<file path="src/rtl/atomic_pkg.sv">
package atomic_pkg;

    typedef enum logic [2:0] {
        OP_LOAD  = 3'd0,
        OP_STORE = 3'd1,
        OP_TAS   = 3'd2,
        OP_LL    = 3'd3,
        OP_SC    = 3'd4
    } mem_op_e;

    typedef enum logic {
        TURN_C0 = 1'b0,
        TURN_C1 = 1'b1
    } turn_e;

    typedef enum logic {
        LINK_NONE  = 1'b0,
        LINK_ARMED = 1'b1
    } link_e;

    typedef enum logic {
        RESP_QUIET = 1'b0,
        RESP_REPLY = 1'b1
    } resp_e;

    localparam int NUM_CORES = 2;

endpackage

</file>
<file path="src/rtl/rr_arbiter2.sv">
module rr_arbiter2
    import atomic_pkg::*;
(
    input  logic       clk,
    input  logic       rst_n,
    input  logic [1:0] req,
    output logic [1:0] gnt
);

    turn_e turn_q;
    turn_e turn_d;

    // state register
    always_ff @(posedge clk) begin
        if (!rst_n) begin
            turn_q <= TURN_C0;
        end else begin
            turn_q <= turn_d;
        end
    end

    // grant and next turn
    always_comb begin
        gnt    = 2'b00;
        turn_d = turn_q;
        unique case (turn_q)
            TURN_C0: begin
                if (req[0]) begin
                    gnt = 2'b01;
                end else if (req[1]) begin
                    gnt = 2'b10;
                end
            end
            TURN_C1: begin
                if (req[1]) begin
                    gnt = 2'b10;
                end else if (req[0]) begin
                    gnt = 2'b01;
                end
            end
        endcase
        if (gnt[0]) begin
            turn_d = TURN_C1;
        end else if (gnt[1]) begin
            turn_d = TURN_C0;
        end
    end

endmodule

</file>
<file path="src/rtl/link_tracker.sv">
module link_tracker
    import atomic_pkg::*;
#(
    parameter int AW = 4
) (
    input  logic          clk,
    input  logic          rst_n,
    input  logic          arm,
    input  logic          own_sc,
    input  logic [AW-1:0] op_addr,
    input  logic          wr_commit,
    input  logic [AW-1:0] wr_addr,
    output logic          hit
);

    link_e         state_q;
    link_e         state_d;
    logic [AW-1:0] addr_q;
    logic [AW-1:0] addr_d;

    always_ff @(posedge clk) begin
        if (!rst_n) begin
            state_q <= LINK_NONE;
            addr_q  <= '0;
        end else begin
            state_q <= state_d;
            addr_q  <= addr_d;
        end
    end

    always_comb begin
        state_d = state_q;
        addr_d  = addr_q;
        hit     = 1'b0;
        unique case (state_q)
            LINK_NONE: begin
                if (arm) begin
                    state_d = LINK_ARMED;
                    addr_d  = op_addr;
                end
            end
            LINK_ARMED: begin
                hit = (addr_q == op_addr);
                if (arm) begin
                    addr_d = op_addr;
                end else if (own_sc) begin
                    state_d = LINK_NONE;
                end else if (wr_commit && (wr_addr == addr_q)) begin
                    state_d = LINK_NONE;
                end
            end
        endcase
    end

endmodule

</file>
<file path="src/rtl/word_store.sv">
module word_store #(
    parameter int DATA_W = 32,
    parameter int DEPTH  = 16,
    localparam int AW    = $clog2(DEPTH)
) (
    input  logic              clk,
    input  logic              we,
    input  logic [AW-1:0]     addr,
    input  logic [DATA_W-1:0] wdata,
    output logic [DATA_W-1:0] rdata
);

    logic [DATA_W-1:0] cells [DEPTH];

    always_ff @(posedge clk) begin
        if (we) begin
            cells[addr] <= wdata;
        end
    end

    assign rdata = cells[addr];

endmodule

</file>
<file path="src/rtl/atomic_lock_mem.sv">
module atomic_lock_mem
    import atomic_pkg::*;
#(
    parameter int DATA_W = 32,
    parameter int DEPTH  = 16,
    localparam int AW    = $clog2(DEPTH)
) (
    input  logic              clk,
    input  logic              rst_n,
    input  logic              c0_req,
    input  logic [2:0]        c0_op,
    input  logic [AW-1:0]     c0_addr,
    input  logic [DATA_W-1:0] c0_wdata,
    output logic              c0_gnt,
    output logic              c0_rvalid,
    output logic [DATA_W-1:0] c0_rdata,
    input  logic              c1_req,
    input  logic [2:0]        c1_op,
    input  logic [AW-1:0]     c1_addr,
    input  logic [DATA_W-1:0] c1_wdata,
    output logic              c1_gnt,
    output logic              c1_rvalid,
    output logic [DATA_W-1:0] c1_rdata
);

    logic [1:0]        gnt;
    logic              any_gnt;
    logic              sel;
    logic [2:0]        g_op;
    logic [AW-1:0]     g_addr;
    logic [DATA_W-1:0] g_wdata;
    logic [DATA_W-1:0] old_word;
    logic [DATA_W-1:0] new_word;
    logic              we;
    logic              sc_ok;
    logic [NUM_CORES-1:0] link_hit;

    rr_arbiter2 u_arb (
        .clk   (clk),
        .rst_n (rst_n),
        .req   ({c1_req, c0_req}),
        .gnt   (gnt)
    );

    assign c0_gnt  = gnt[0];
    assign c1_gnt  = gnt[1];
    assign any_gnt = |gnt;
    assign sel     = gnt[1];

    // operand selection from the granted core
    always_comb begin
        if (sel) begin
            g_op    = c1_op;
            g_addr  = c1_addr;
            g_wdata = c1_wdata;
        end else begin
            g_op    = c0_op;
            g_addr  = c0_addr;
            g_wdata = c0_wdata;
        end
    end

    // per-core link trackers
    for (genvar i = 0; i < NUM_CORES; i++) begin : g_link
        link_tracker #(.AW(AW)) u_link (
            .clk       (clk),
            .rst_n     (rst_n),
            .arm       (gnt[i] && (g_op == OP_LL)),
            .own_sc    (gnt[i] && (g_op == OP_SC)),
            .op_addr   (g_addr),
            .wr_commit (we),
            .wr_addr   (g_addr),
            .hit       (link_hit[i])
        );
    end

    assign sc_ok = any_gnt && (g_op == OP_SC) && link_hit[sel];

    // write decision
    always_comb begin
        we       = 1'b0;
        new_word = g_wdata;
        if (any_gnt) begin
            unique case (g_op)
                OP_STORE: we = 1'b1;
                OP_TAS: begin
                    we       = 1'b1;
                    new_word = DATA_W'(1);
                end
                OP_SC:   we = sc_ok;
                default: we = 1'b0;
            endcase
        end
    end

    word_store #(.DATA_W(DATA_W), .DEPTH(DEPTH)) u_mem (
        .clk   (clk),
        .we    (we),
        .addr  (g_addr),
        .wdata (new_word),
        .rdata (old_word)
    );

    // response stage
    resp_e             resp_q;
    resp_e             resp_d;
    logic              core_q;
    logic [DATA_W-1:0] data_q;
    logic [DATA_W-1:0] data_d;

    always_ff @(posedge clk) begin
        if (!rst_n) begin
            resp_q <= RESP_QUIET;
            core_q <= 1'b0;
            data_q <= '0;
        end else begin
            resp_q <= resp_d;
            core_q <= sel;
            data_q <= data_d;
        end
    end

    always_comb begin
        resp_d = any_gnt ? RESP_REPLY : RESP_QUIET;
        if (g_op == OP_STORE) begin
            data_d = '0;
        end else if (g_op == OP_SC) begin
            data_d = {{(DATA_W-1){1'b0}}, sc_ok};
        end else begin
            data_d = old_word;
        end
    end

    always_comb begin
        c0_rvalid = 1'b0;
        c1_rvalid = 1'b0;
        unique case (resp_q)
            RESP_QUIET: ;
            RESP_REPLY: begin
                c0_rvalid = !core_q;
                c1_rvalid = core_q;
            end
        endcase
        c0_rdata = c0_rvalid ? data_q : '0;
        c1_rdata = c1_rvalid ? data_q : '0;
    end

endmodule

</file>
<file path="config.mk">
export PLATFORM = sky130hd
export DESIGN_NAME = atomic_lock_mem
export DESIGN_NICKNAME = d
export VERILOG_FILES = /design/src/rtl/atomic_pkg.sv /design/src/rtl/rr_arbiter2.sv /design/src/rtl/link_tracker.sv /design/src/rtl/word_store.sv /design/src/rtl/atomic_lock_mem.sv
export SDC_FILE = /design/constraint.sdc
export NUM_CORES = 1
export LEC_CHECK = 0
export BUFFER_PORTS_ARGS = -buffer_cell sky130_fd_sc_hd__buf_2
export CAP_MARGIN = 20
export CORE_UTILIZATION = 47
export CTS_CLUSTER_DIAMETER = 120
export DETAILED_ROUTE_END_ITERATION = 6
export GPL_TIMING_DRIVEN = 0
export SYNTH_ARGS = -nofsm -noshare
export SYNTH_HDL_FRONTEND = slang
export SYNTH_SLANG_ARGS = --single-unit
</file>
<file path="constraint.sdc">
create_clock -name clk -period 10.1 [get_ports clk]
set_clock_uncertainty 0.1 [all_clocks]
set_input_delay 0.505 -clock clk [delete_from_list [all_inputs] [get_ports clk]]
set_output_delay 0.505 -clock clk [all_outputs]
set_load 0.1 [all_outputs]
</file>
==> results.cfg <==
[outcome]
status = finished, violations left
violations = design-rule violations

[setup_path]
end_kind = register
path_buf_inv = 7
crit_fanout = 10
critPathRequiredTime_ns = 10.30
crit_type = reg2reg
crit_chain = nand2b_4, nand2_2, buf_4, nor3_1, a21oi_1, nand2b_1, clkbuf_1, buf_2, buf_2, nor4_2, buf_6, buf_4, buf_4
crit_slowest_cell = nor4_2
path_delay_family = buffers and inverters
cpPeakStageDelay_ns = 0.84
start_kind = register
critPathArrivalTime_ns = 4.29
path_common_cell = buf_4

[cts]
cts_hold_buf = 0
clk_latency_ns = 0.62
cts_sinks = 557
cts_resized = 0
cts_tree = yes
post_cts_buffers = 0
cts_buffers = 56
htreeDepth = 2
clockBufferDepth = 3
cts_root_buf = clkbuf_16
path_clk_slew_ns = 0.06

[floorplanning]
pin_count = 150
rows = 79
dieArea_mm2 = 0.04832
die_w_um = 219.8
initial_utilization_pct = 47.80
design.core.area_mm2 = 0.04665
die_height_um = 219.8

[drt]
drc = 18
drt_iter0_drc = 1332
avgRoutedWirePerCell_um = 26.03
vias_per_cell = 5.769
postRouteAntennaNets = 0
first_pass_iters = 7
vias = 13620
wirelength_um = 61460

[sta]
fin_tns_setup_ns = 0
finalSetupViolations = 0
rsz0062_at_grt = false
tightest_slew_ns = 1.161
period_minus_slack_ns = 4.087
relSlewSlack_pct = 22.60
final-hold-violation-count = 0
drv_slew = 0
timing.fmax_mhz = 244.7
timing.final.crit_share_pct = 40.47

[synth]
synth.distinct_cells = 58
synth_ff_type = edfxtp_1
yosysMostFrequentCell = edfxtp_1
yosysWarnings = 0
synth_nets = 1525
ys_seq_area_share_pct = 72.99
yosys-top-cells-count = edfxtp_1 (512), mux2i_1 (223), nand2_1 (157)
synth_largest_area_cell = edfxtp_1
yosysTopAreaCellShare_pct = 68.95
synth-seq-cells = 557
synth_area_per_cell_um2 = 15.45
synthArstFlopShare_pct = 0
synth.cell_area_mm2 = 0.02230
netlist_instances = 1443
synth_edf_count = 512
synth_area_leaders = edfxtp_1 (69%), mux2i_1 (10%), dfxtp_1 (4.0%)

[finish]
diodes = 0
fin_cells = 2361
syn2layout_area_growth_pct = 18.40
fin_nets = 1790
drive_gt1_share_pct = 20.81

[place]
port_buffers = 144
place_congestion = 0.8803
placed_cells = 2236
hpwl_um = 40360

[power]
power_leakage_nw = 9.785
clkPwrFrac_pct = 39.9
seq_power_share_pct = 49.9
power.share.switching_pct = 23.93
p_switching_mw = 1.249
p_comb_share_pct = 10.2
max-vdd-ir-drop_mv = 0.1267
p_int_mw = 3.971
power_density_mw_per_mm2 = 197.7

[run]
max_cap_violations = 0

[global_routing]
grt_pass1_vias = 12830
overflow = 0
grt_usage_pct = 25.53
grt_pass1_wl_um = 86770
grt_max_degree = 23
antenna_found_initial = 1

[hold_path]
worst_hold_path_type = in2reg
[metrics by stage]
step	area (um^2)	util, %	power [mW]	hold WS [ns]	worst slack, ns
finish	26400	56.59	5.220	0.09928	6.013
global route	26400	56.59	5.353	0.09543	5.855
CTS	26240	56.25	5.226	0.06647	5.882
detailed placement	24400	52.30	3.171	0.3974	5.711
global placement	23780	50.97	3.155	0.3605	-0.3089
floorplan	22300	-	2.980	0.3437	4.609
[worst min-delay path, cell delays in order]
cell and delay [ns]:
buf_2 0.14, nand2_1 0.07, a31oi_1 0.04
[kinds of logic after synthesis]
logic type / share of synthesized area (%)
buffers and inverters: 2.362
DFF: 72.99
AOI/OAI and AO/OA: 8.052
muxes: 10.17
and+or+nand+nor: 6.110
xor gates and xnor gates: 0.3142
[layout by cell type (no fill, tap or decap), types with 4 or more instances in the layout]
master,n
a21oi_1,72
a31oi_1,4
and2_1,36
and3_1,34
buf_12,10
buf_2,171
buf_4,45
buf_6,20
buf_8,4
bufinv_16,6
clkbuf_1,57
clkbuf_16,57
clkbuf_8,5
clkinv_1,9
clkinv_2,12
dfxtp_1,45
edfxtp_1,512
inv_1,13
mux2i_1,223
nand2_1,157
nand3_1,5
nor2_1,11
nor2_4,10
o211a_1,8
o21ai_0,6
o221ai_1,10
o22a_1,8
o22ai_1,94
o31a_1,16
o41a_1,16
or4_1,9
xnor2_1,8
[metal layers]
metal  GRT usage, %  vias up  part of all wire (%)
met5              0        -                     0
met4          7.678        0                   2.5
met3          3.768       94                   7.8
met2          41.02      591                    47
met1          36.03     6797                    43
li1               -     6139                     -
[sequential cells by signal (all words and copies together), names as in the netlist]
register	count
core_q	1
data_q	32
g_link.u_link.addr_q	8
g_link.u_link.state_q	2
resp_q	1
u_arb.turn_q	1
u_mem.cells	512
[path summary, 6_finish.rpt]
| kind | slack (ns) | to | cells past startpoint | start |
|---|---|---|---|---|
| worst max-delay path | 6.01 | u_mem.cells[2][24]$_DFFE_PP_ | 13 | u_arb.turn_q$_SDFFE_PN0N_ |
| worst min-delay path | 0.1 | g_link[1].u_link.state_q$_SDFF_PN0_ | 3 | rst_n |
| worst max register to register | 6.01 | u_mem.cells[2][24]$_DFFE_PP_ | 13 | u_arb.turn_q$_SDFFE_PN0N_ |
| worst min register to register | 0.41 | u_arb.turn_q$_SDFFE_PN0N_ | 1 | u_arb.turn_q$_SDFFE_PN0N_ |
[power groups by stage]
stage                     combinational (mW)  clock [mW]  sequential, mW
final                                  0.531        2.08            2.61
after floorplan                        0.329           0            2.65
after global placement                 0.496           0            2.66
after global routing                   0.560        2.18            2.61
after CTS                              0.516        2.10            2.61
after detailed placement               0.514           0            2.66
[layout make-up]
| type | instances | area (um^2) |
|---|---|---|
| clock buffers | 73 | 1536 |
| flip-flops and latches | 557 | 16280 |
| inverters | 14 | 52.55 |
| repair buffers | 207 | 1390 |
| fillers | 3693 | 20250 |
| multi-input cells | 780 | 5605 |
| clock inverters | 31 | 307.8 |
| plain buffers | 92 | 474.2 |
| well taps | 607 | 759.5 |
No activity file was read; power rests on OpenSTA's default activity.
